--- config.mk ---
export PLATFORM = sky130hd
export DESIGN_NAME = fault_hold_timer
export DESIGN_NICKNAME = d
export VERILOG_FILES = /design/src/rtl/fht_pkg.sv /design/src/rtl/fht_sync.sv /design/src/rtl/fht_prescaler.sv /design/src/rtl/fht_regs.sv /design/src/rtl/fht_hold.sv /design/src/rtl/fault_hold_timer.sv
export SDC_FILE = /design/constraint.sdc
export NUM_CORES = 1
export LEC_CHECK = 0
export BUFFER_PORTS_ARGS = -buffer_cell sky130_fd_sc_hd__buf_2
export CAP_MARGIN = 20
export CORE_UTILIZATION = 45
export DETAILED_ROUTE_END_ITERATION = 6
export GPL_TIMING_DRIVEN = 0
export PLACE_DENSITY = 0.65
export SLEW_MARGIN = 20
export SYNTH_ARGS = -nofsm -noshare
export SYNTH_HDL_FRONTEND = slang
export SYNTH_SLANG_ARGS = --single-unit
--- constraint.sdc ---
create_clock -name clk_i -period 2.9 [get_ports clk_i]
set_input_delay 0.435 -clock clk_i [delete_from_list [all_inputs] [get_ports clk_i]]
set_output_delay 0.435 -clock clk_i [all_outputs]
set_load 0.01 [all_outputs]
--- src/rtl/fht_pkg.sv ---
package fht_pkg;

    localparam logic [7:0]  ADDR_K_HI   = 8'h3C;
    localparam logic [7:0]  ADDR_K_LO   = 8'h3D;
    localparam logic [15:0] K_RESET_VAL = 16'h300C;

    typedef struct packed {
        logic [7:0] k_hi;
        logic [7:0] k_lo;
        logic [7:0] rdata;
    } regs_state_t;

    typedef struct packed {
        logic        active;
        logic [15:0] cnt;
    } hold_state_t;

    typedef struct packed {
        logic meta;
        logic sync;
    } sync_state_t;

endpackage

--- src/rtl/fht_sync.sv ---
module fht_sync
    import fht_pkg::*;
(
    input  logic clk_i,
    input  logic rst_ni,
    input  logic async_i,
    output logic sync_o
);

    sync_state_t st_d, st_q;

    always_comb begin
        st_d      = st_q;
        st_d.meta = async_i;
        st_d.sync = st_q.meta;
    end

    always_ff @(posedge clk_i) begin
        if (!rst_ni) begin
            st_q <= '0;
        end else begin
            st_q <= st_d;
        end
    end

    assign sync_o = st_q.sync;

endmodule

--- src/rtl/fht_prescaler.sv ---
module fht_prescaler #(
    parameter int unsigned DIV = 16666
) (
    input  logic clk_i,
    input  logic rst_ni,
    input  logic run_i,
    output logic tick_o
);

    localparam int unsigned PW = (DIV > 2) ? $clog2(DIV) : 1;
    localparam logic [PW-1:0] LAST = PW'(DIV - 1);

    typedef struct packed {
        logic [PW-1:0] cnt;
    } pre_state_t;

    pre_state_t st_d, st_q;
    logic       wrap;

    assign wrap = run_i && (st_q.cnt == LAST);

    always_comb begin
        st_d = st_q;
        if (!run_i) begin
            st_d.cnt = '0;
        end else if (wrap) begin
            st_d.cnt = '0;
        end else begin
            st_d.cnt = st_q.cnt + PW'(1);
        end
    end

    always_ff @(posedge clk_i) begin
        if (!rst_ni) begin
            st_q <= '0;
        end else begin
            st_q <= st_d;
        end
    end

    assign tick_o = wrap;

endmodule

--- src/rtl/fht_regs.sv ---
module fht_regs
    import fht_pkg::*;
(
    input  logic        clk_i,
    input  logic        rst_ni,
    input  logic        req_i,
    input  logic        we_i,
    input  logic [7:0]  addr_i,
    input  logic [7:0]  wdata_i,
    output logic [7:0]  rdata_o,
    output logic [15:0] k_eff_o
);

    regs_state_t st_d, st_q;
    logic        hit_hi, hit_lo;
    logic [15:0] k_raw;

    assign hit_hi = (addr_i == ADDR_K_HI);
    assign hit_lo = (addr_i == ADDR_K_LO);

    always_comb begin
        st_d       = st_q;
        st_d.rdata = 8'h00;
        if (req_i && we_i) begin
            if (hit_hi) st_d.k_hi = wdata_i;
            if (hit_lo) st_d.k_lo = wdata_i;
        end
        if (req_i && !we_i) begin
            if (hit_hi)      st_d.rdata = st_q.k_hi;
            else if (hit_lo) st_d.rdata = st_q.k_lo;
        end
    end

    always_ff @(posedge clk_i) begin
        if (!rst_ni) begin
            st_q.k_hi  <= K_RESET_VAL[15:8];
            st_q.k_lo  <= K_RESET_VAL[7:0];
            st_q.rdata <= 8'h00;
        end else begin
            st_q <= st_d;
        end
    end

    assign k_raw   = {st_q.k_hi, st_q.k_lo};
    assign k_eff_o = (k_raw == 16'h0000) ? 16'h0001 : k_raw;
    assign rdata_o = st_q.rdata;

endmodule

--- src/rtl/fht_hold.sv ---
module fht_hold
    import fht_pkg::*;
(
    input  logic        clk_i,
    input  logic        rst_ni,
    input  logic        fault_sync_i,
    input  logic        tick_i,
    input  logic [15:0] k_i,
    output logic        active_o,
    output logic        count_run_o,
    output logic [15:0] cnt_o
);

    hold_state_t st_d, st_q;

    always_comb begin
        st_d = st_q;
        if (fault_sync_i) begin
            st_d.active = 1'b1;
            st_d.cnt    = k_i;
        end else if (st_q.active && tick_i) begin
            if (st_q.cnt == 16'd1) begin
                st_d.active = 1'b0;
                st_d.cnt    = 16'd0;
            end else begin
                st_d.cnt = st_q.cnt - 16'd1;
            end
        end
    end

    always_ff @(posedge clk_i) begin
        if (!rst_ni) begin
            st_q <= '0;
        end else begin
            st_q <= st_d;
        end
    end

    assign active_o    = st_q.active;
    assign count_run_o = st_q.active && !fault_sync_i;
    assign cnt_o       = st_q.cnt;

endmodule

--- src/rtl/fault_hold_timer.sv ---
module fault_hold_timer #(
    parameter int unsigned CLK_HZ  = 200_000_000,
    parameter int unsigned TICK_HZ = 12_000
) (
    input  logic       clk_i,
    input  logic       rst_ni,
    input  logic       fault_i,
    output logic       tristate_no,
    input  logic       bus_req_i,
    input  logic       bus_we_i,
    input  logic [7:0] bus_addr_i,
    input  logic [7:0] bus_wdata_i,
    output logic [7:0] bus_rdata_o
);

    localparam int unsigned DIV = CLK_HZ / TICK_HZ;

    logic        fault_sync;
    logic        tick;
    logic        count_run;
    logic        hold_active;
    logic [15:0] hold_cnt;
    logic [15:0] k_eff;

    fht_sync u_sync (
        .clk_i   (clk_i),
        .rst_ni  (rst_ni),
        .async_i (fault_i),
        .sync_o  (fault_sync)
    );

    fht_regs u_regs (
        .clk_i   (clk_i),
        .rst_ni  (rst_ni),
        .req_i   (bus_req_i),
        .we_i    (bus_we_i),
        .addr_i  (bus_addr_i),
        .wdata_i (bus_wdata_i),
        .rdata_o (bus_rdata_o),
        .k_eff_o (k_eff)
    );

    fht_prescaler #(.DIV(DIV)) u_pre (
        .clk_i  (clk_i),
        .rst_ni (rst_ni),
        .run_i  (count_run),
        .tick_o (tick)
    );

    fht_hold u_hold (
        .clk_i        (clk_i),
        .rst_ni       (rst_ni),
        .fault_sync_i (fault_sync),
        .tick_i       (tick),
        .k_i          (k_eff),
        .active_o     (hold_active),
        .count_run_o  (count_run),
        .cnt_o        (hold_cnt)
    );

    // Asynchronous path: the fault pulls the enable low without a clock.
    assign tristate_no = ~(fault_i | hold_active);

endmodule

# Word-level counts from Yosys, hierarchy flattened
# Index checks and enable logic that the tools add are counted.
# classes
n_addsub,2
n_reduce_logical,15
n_eq_ne,4
mux,7
n_bitwise,4
# op_table
op,n
2-to-1 mux 17 bit,2
2-to-1 mux 16 bit,2
equality test 16 x 1 -> 1 bit (second input constant),1
equality test 8 x 6 -> 1 bit (second input constant),2
zero test 16 bit,1
2-to-1 mux 8 bit,2
subtractor 16 x 1 -> 16 bit (second input constant),1
adder 15 x 1 -> 15 bit (second input constant),1
equality test 15 bit (second input constant),1
AND reduction 2 bit,4
logical AND 1 bit,5
nonzero test 2 bit,2
NOT 1 bit,3
OR reduction 3 bit,1
zero test 1 bit,2
2-to-1 mux 1 bit,1
bitwise OR 1 bit,1
# word_totals
regBits,58
input_bits,21

# Logic depth before layout (Yosys ltp)
# depth
word_depth,6
depth_mapped,9
mapped_depth_nobuf,7

# Hierarchy
# Synthesis repeated with hierarchy kept, for this count alone.
# unflattened
cells_unflattened,328
area_unflattened_um2,2976.6
# modules_own_cells
module,area_per_inst_um2,cells_each,n_inst
fht_hold,1128.6,134,1
fht_regs,1062.3,114,1
fht_prescaler,729.4,75,1
fht_sync,52.6,4,1
fault_hold_timer,3.8,1,1

# Worst setup path before layout
# Ideal clock, no wire load.
# synth_timing
path_type,register to register
start,register u_pre.st_q[10] in the netlist's numbering
end,"register u_hold.st_q, in the netlist u_hold.cnt_o[9]"
n_path_buf,1
arrival_ns,2.238
path_stages_with_launch,7
t_required_ns,2.838
setup_ns,0.062
period_less_slack_ns,2.301
slack_ns,0.599
cell_sequence,dfxtp_1 > or4b_1 > or4_1 > buf_2 > or3_4 > or3_1 > nand3_1
# synth_via
elab_chain_cells,4
# synth_lines
item,line,source
start: declaration,fht_prescaler.sv:17,"pre_state_t st_d, st_q;"
start signal: assignment,fht_prescaler.sv:37,st_q <= st_d;
equality test 15 bit,fht_prescaler.sv:20,assign wrap = run_i && (st_q.cnt == LAST);
logical AND 1 bit,fht_prescaler.sv:20,
logical AND 1 bit,fht_hold.sv:21,end else if (st_q.active && tick_i) begin
nonzero test 2 bit (no source line),-,
end signal: assignment,fht_hold.sv:35,st_q <= st_d;
end: declaration,fht_hold.sv:14,"hold_state_t st_d, st_q;"
# No other way between the ends.
# A chain may end at the register's enable or synchronous reset.

# Worst setup path in the final report
# layout_timing
start,register u_pre.st_q[10] in the netlist's numbering
end,"register u_hold.st_q, in the netlist u_hold.cnt_o[13]"
# The elaborated chain is that of the path after synthesis.

==> summary.txt <==
=====================================================================================
IO Count                                                                           30
Type of destination of the critical path                                    flip-flop
Total congestion overflow after global routing                                      0
Transition time at the pin with the least slew margin                        0.736 ns
Sequential Area                                                          0.00116 mm^2
Worst endpoint required time                                                  3.12 ns
Minimum setup slack in the final design                                      0.310 ns
Post-DP HPWL                                                                  4510 um
Post-CTS Resized                                                                    0
Kind of cell adding the most delay to the critical path                  simple AND/OR/NAND/NOR gates
Number of standard cells after synthesis                                          305
Maximum clock insertion buffer count                                                2
Final worst clock skew                                                     0.00724 ns
Number of distinct library cells after synthesis                                   45
Vertical die dimension                                                        79.4 um
Count of nets after finishing                                                     368
Share of cell area taken by muxes after synthesis                              0.0929
Post-synth design cell area                                              0.00269 mm^2
Total wire length                                                             6480 um
Vias                                                                             2354
Number of max-cap violations                                                        0
First drt pass iteration count                                                      4
Maximum clock frequency                                                       386 MHz
Area fraction in and, or, nand and nor cells after synthesis                    0.271
Number of buffers inserted during clock tree synthesis                              9
RePlAce Congestion                                                              0.843
Area inside the core boundary                                            0.00564 mm^2
Sum of internal, switching and leakage power                                  1780 uW
Min Tclk post-route                                                           2.59 ns
Initial antenna violation count                                                     0
Combinational family with the most area after synthesis                  simple AND/OR/NAND/NOR gates
CP max stage delay                                                            0.55 ns
Most used flip-flop cell after synthesis                                 sky130_fd_sc_hd__dfxtp_1
Deepest level of the CTS H-tree                                                     3
Clock-pin slew on the worst setup and hold paths                              0.07 ns
Clk sink count                                                                     58
Largest fanout on the critical path                                                10
Final period utilization                                                        0.893
Net count of the mapped netlist                                                   330
Mean post-synth cell area                                                   8.83 um^2
Worst skew pair latency                                                       0.35 ns
Number of buffer and inverter stages on the critical path                           2
RSZ-0062 raised after global routing                                            false
Final hold violation count                                                          0
Async set or reset register ratio after synthesis                                   0
Antenna cells                                                                       0
Total of buffers placed on input and output ports                                  27
Number of global-route vias before repair                                        2188
Worst-path cell chain                                                    or4b_1, or4_1, buf_2, and2_1, clkbuf_1, a221oi_1, nor3_1
CP max stage cell                                                        sky130_fd_sc_hd__or4b_1
Power density over cell area                                              571 mW/mm^2
Number of DRC violations after detailed routing                                     0
Final core occ                                                                  0.554
Seq cells post-synth                                                               58
Result of the run                                                        complete, no violations
Share of cells above drive strength 1                                           0.141
R2r setup slk                                                                 0.31 ns
Number of hold-repair buffers added at the cts stage                                0
Global routing usage summed across all routing layers                           0.230
Routed length per placed instance                                             15.4 um
Worst Hold Class                                                            in -> reg
Post-Place Setup Slack                                                       0.321 ns
Cell at the root of the clock tree                                       sky130_fd_sc_hd__clkbuf_8
CP Launch Type                                                              flip-flop
Multi-input gate area in the final layout                                0.00145 mm^2
Count of flip-flops with a built-in enable after synthesis                          0
Area share of xor/xnor cells in the synthesized design                         0.0586
Synthesis Warnings                                                                  0
Final Max Tran Viols                                                                0
Synth Area in Adders                                                           0.0186
Leak Pwr                                                                   0.00124 uW
Maximum number of pins on one net before global-route repair                       11
Count of antenna-violating nets left after detailed routing                         0
Register area share after synthesis                                             0.431
Critical path class                                                        reg -> reg
Count of routing violations after the opening detailed-route iteration            217
Compound-cell area share of the yosys netlist                                  0.0967
Detailed-route vias per instance                                                 5.60
Effective utilization at floorplan                                              0.477
CTS tree                                                                         done
Arrival time at the worst endpoint                                            2.80 ns
Layout area overhead                                                            16.0%
Worst voltage drop across the vdd grid                                       0.343 mV
Buffers inserted by post-CTS timing repair                                          0
Wire length of the first global-routing pass                                 10800 um
Horizontal die dimension                                                      79.4 um
Total number of placement rows                                                     27
Final cell area excluding filler cells                                   0.00312 mm^2
Number of endpoints failing setup at the final stage                                0
Relative slew slack                                                             0.508
Overall die area                                                         0.00630 mm^2
Sum of negative setup slack                                                      0 ns
Post-detailed-placement cell area                                        0.00292 mm^2
Fill cells                                                                        523
=====================================================================================
-- layer usage --
metal / global-route usage / wire length (um)
met5: 0 / 0
met2: 0.338 / 2710
met1: 0.316 / 3210
met3: 0.0460 / 421
met4: 0.118 / 139
-- power breakdown --
group | switching, uW | internal, uW | leakage [uW]
clock | 334 | 442 | 0.0000986
sequential | 15.1 | 810 | 0.000469
combinational | 107 | 75.6 | 0.000674
total | 456 | 1330 | 0.00124
-- state kept, by name, summed over array words and instances, names as in the netlist --
| signal | flops |
|---|---|
| u_sync.sync_o | 1 |
| u_pre.st_q | 15 |
| u_regs.k_raw | 16 |
| u_sync.st_d | 1 |
| u_hold.active_o | 1 |
| u_hold.cnt_o | 16 |
| u_regs.rdata_o | 8 |
-- kinds of logic (layout without fill, tap and decap cells) --
logic type / after synthesis / in the layout
muxes: 25 / 25
DFF: 58 / 58
xor gates and xnor gates: 18 / 18
buffers and inverters: 22 / 65
adders and majority gates: 4 / 4
AOI/OAI and AO/OA: 38 / 38
and+or+nand+nor: 140 / 140
-- path summary, 6_finish.rpt --
| check | from | to | cells after the start |
|---|---|---|---|
| worst min register to register | u_sync.st_d[0] | u_sync.sync_o | 1 |
| worst max register to register | u_pre.st_q[10] | u_hold.cnt_o[13] | 7 |
| worst min-delay path | fault_i | u_sync.st_d[0] | 2 |
| worst max-delay path | u_pre.st_q[10] | u_hold.cnt_o[13] | 7 |
-- layout make-up --
cell class / instances / share of cell area
Buffer: 14 / 0.0172
Sequential cell: 58 / 0.372
Inverter: 8 / 0.00962
Tap cell: 72 / 0.0288
Clock inverter: 4 / 0.0160
Multi-Input combinational cell: 225 / 0.464
Clock buffer: 12 / 0.0497
Timing Repair Buffer: 27 / 0.0433
-- cell usage after synthesis (2+ instances only) --
master | count | area [um^2]
sky130_fd_sc_hd__a21oi_1 | 11 | 55.1
sky130_fd_sc_hd__o21ai_0 | 4 | 20.0
sky130_fd_sc_hd__or3_1 | 8 | 50.1
sky130_fd_sc_hd__a221oi_1 | 6 | 52.6
sky130_fd_sc_hd__dfxtp_1 | 58 | 1160
sky130_fd_sc_hd__ha_1 | 4 | 50.1
sky130_fd_sc_hd__xor2_1 | 11 | 96.3
sky130_fd_sc_hd__nor3b_1 | 2 | 15.0
sky130_fd_sc_hd__nor3_1 | 12 | 60.1
sky130_fd_sc_hd__xnor2_1 | 7 | 61.3
sky130_fd_sc_hd__nor4bb_1 | 2 | 20.0
sky130_fd_sc_hd__a31oi_1 | 2 | 12.5
sky130_fd_sc_hd__nand3_1 | 7 | 35.0
sky130_fd_sc_hd__o31ai_1 | 3 | 22.5
sky130_fd_sc_hd__mux2i_1 | 25 | 250
sky130_fd_sc_hd__and2_1 | 3 | 18.8
sky130_fd_sc_hd__nand4_1 | 3 | 18.8
sky130_fd_sc_hd__a211oi_1 | 2 | 15.0
sky130_fd_sc_hd__or3b_2 | 3 | 26.3
sky130_fd_sc_hd__and3_1 | 4 | 25.0
sky130_fd_sc_hd__nor2_1 | 50 | 188
sky130_fd_sc_hd__nor4_1 | 10 | 62.6
sky130_fd_sc_hd__or4_1 | 6 | 45.0
sky130_fd_sc_hd__or2_2 | 2 | 12.5
sky130_fd_sc_hd__clkbuf_1 | 13 | 48.8
sky130_fd_sc_hd__nand2_1 | 19 | 71.3
sky130_fd_sc_hd__or4b_1 | 3 | 30.0
sky130_fd_sc_hd__inv_1 | 8 | 30.0
-- through the flow --
step,cells,hold WS (ns)
5_1_grt,420,0.321
2_1_floorplan,305,0.412
4_1_cts,420,0.307
6_report,420,0.314
3_5_place_dp,404,0.420
3_3_place_gp,404,0.424
-- layout by cell type (no fill, tap or decap), drive strengths merged, types with 10 or more instances in the layout --
cell,n
buf,28
clkbuf,25
xor2,11
nor2,50
mux2i,25
dfxtp,58
nor4,10
nor3,12
nand2,19
a21oi,11
No activity file was read; power rests on OpenSTA's default activity.
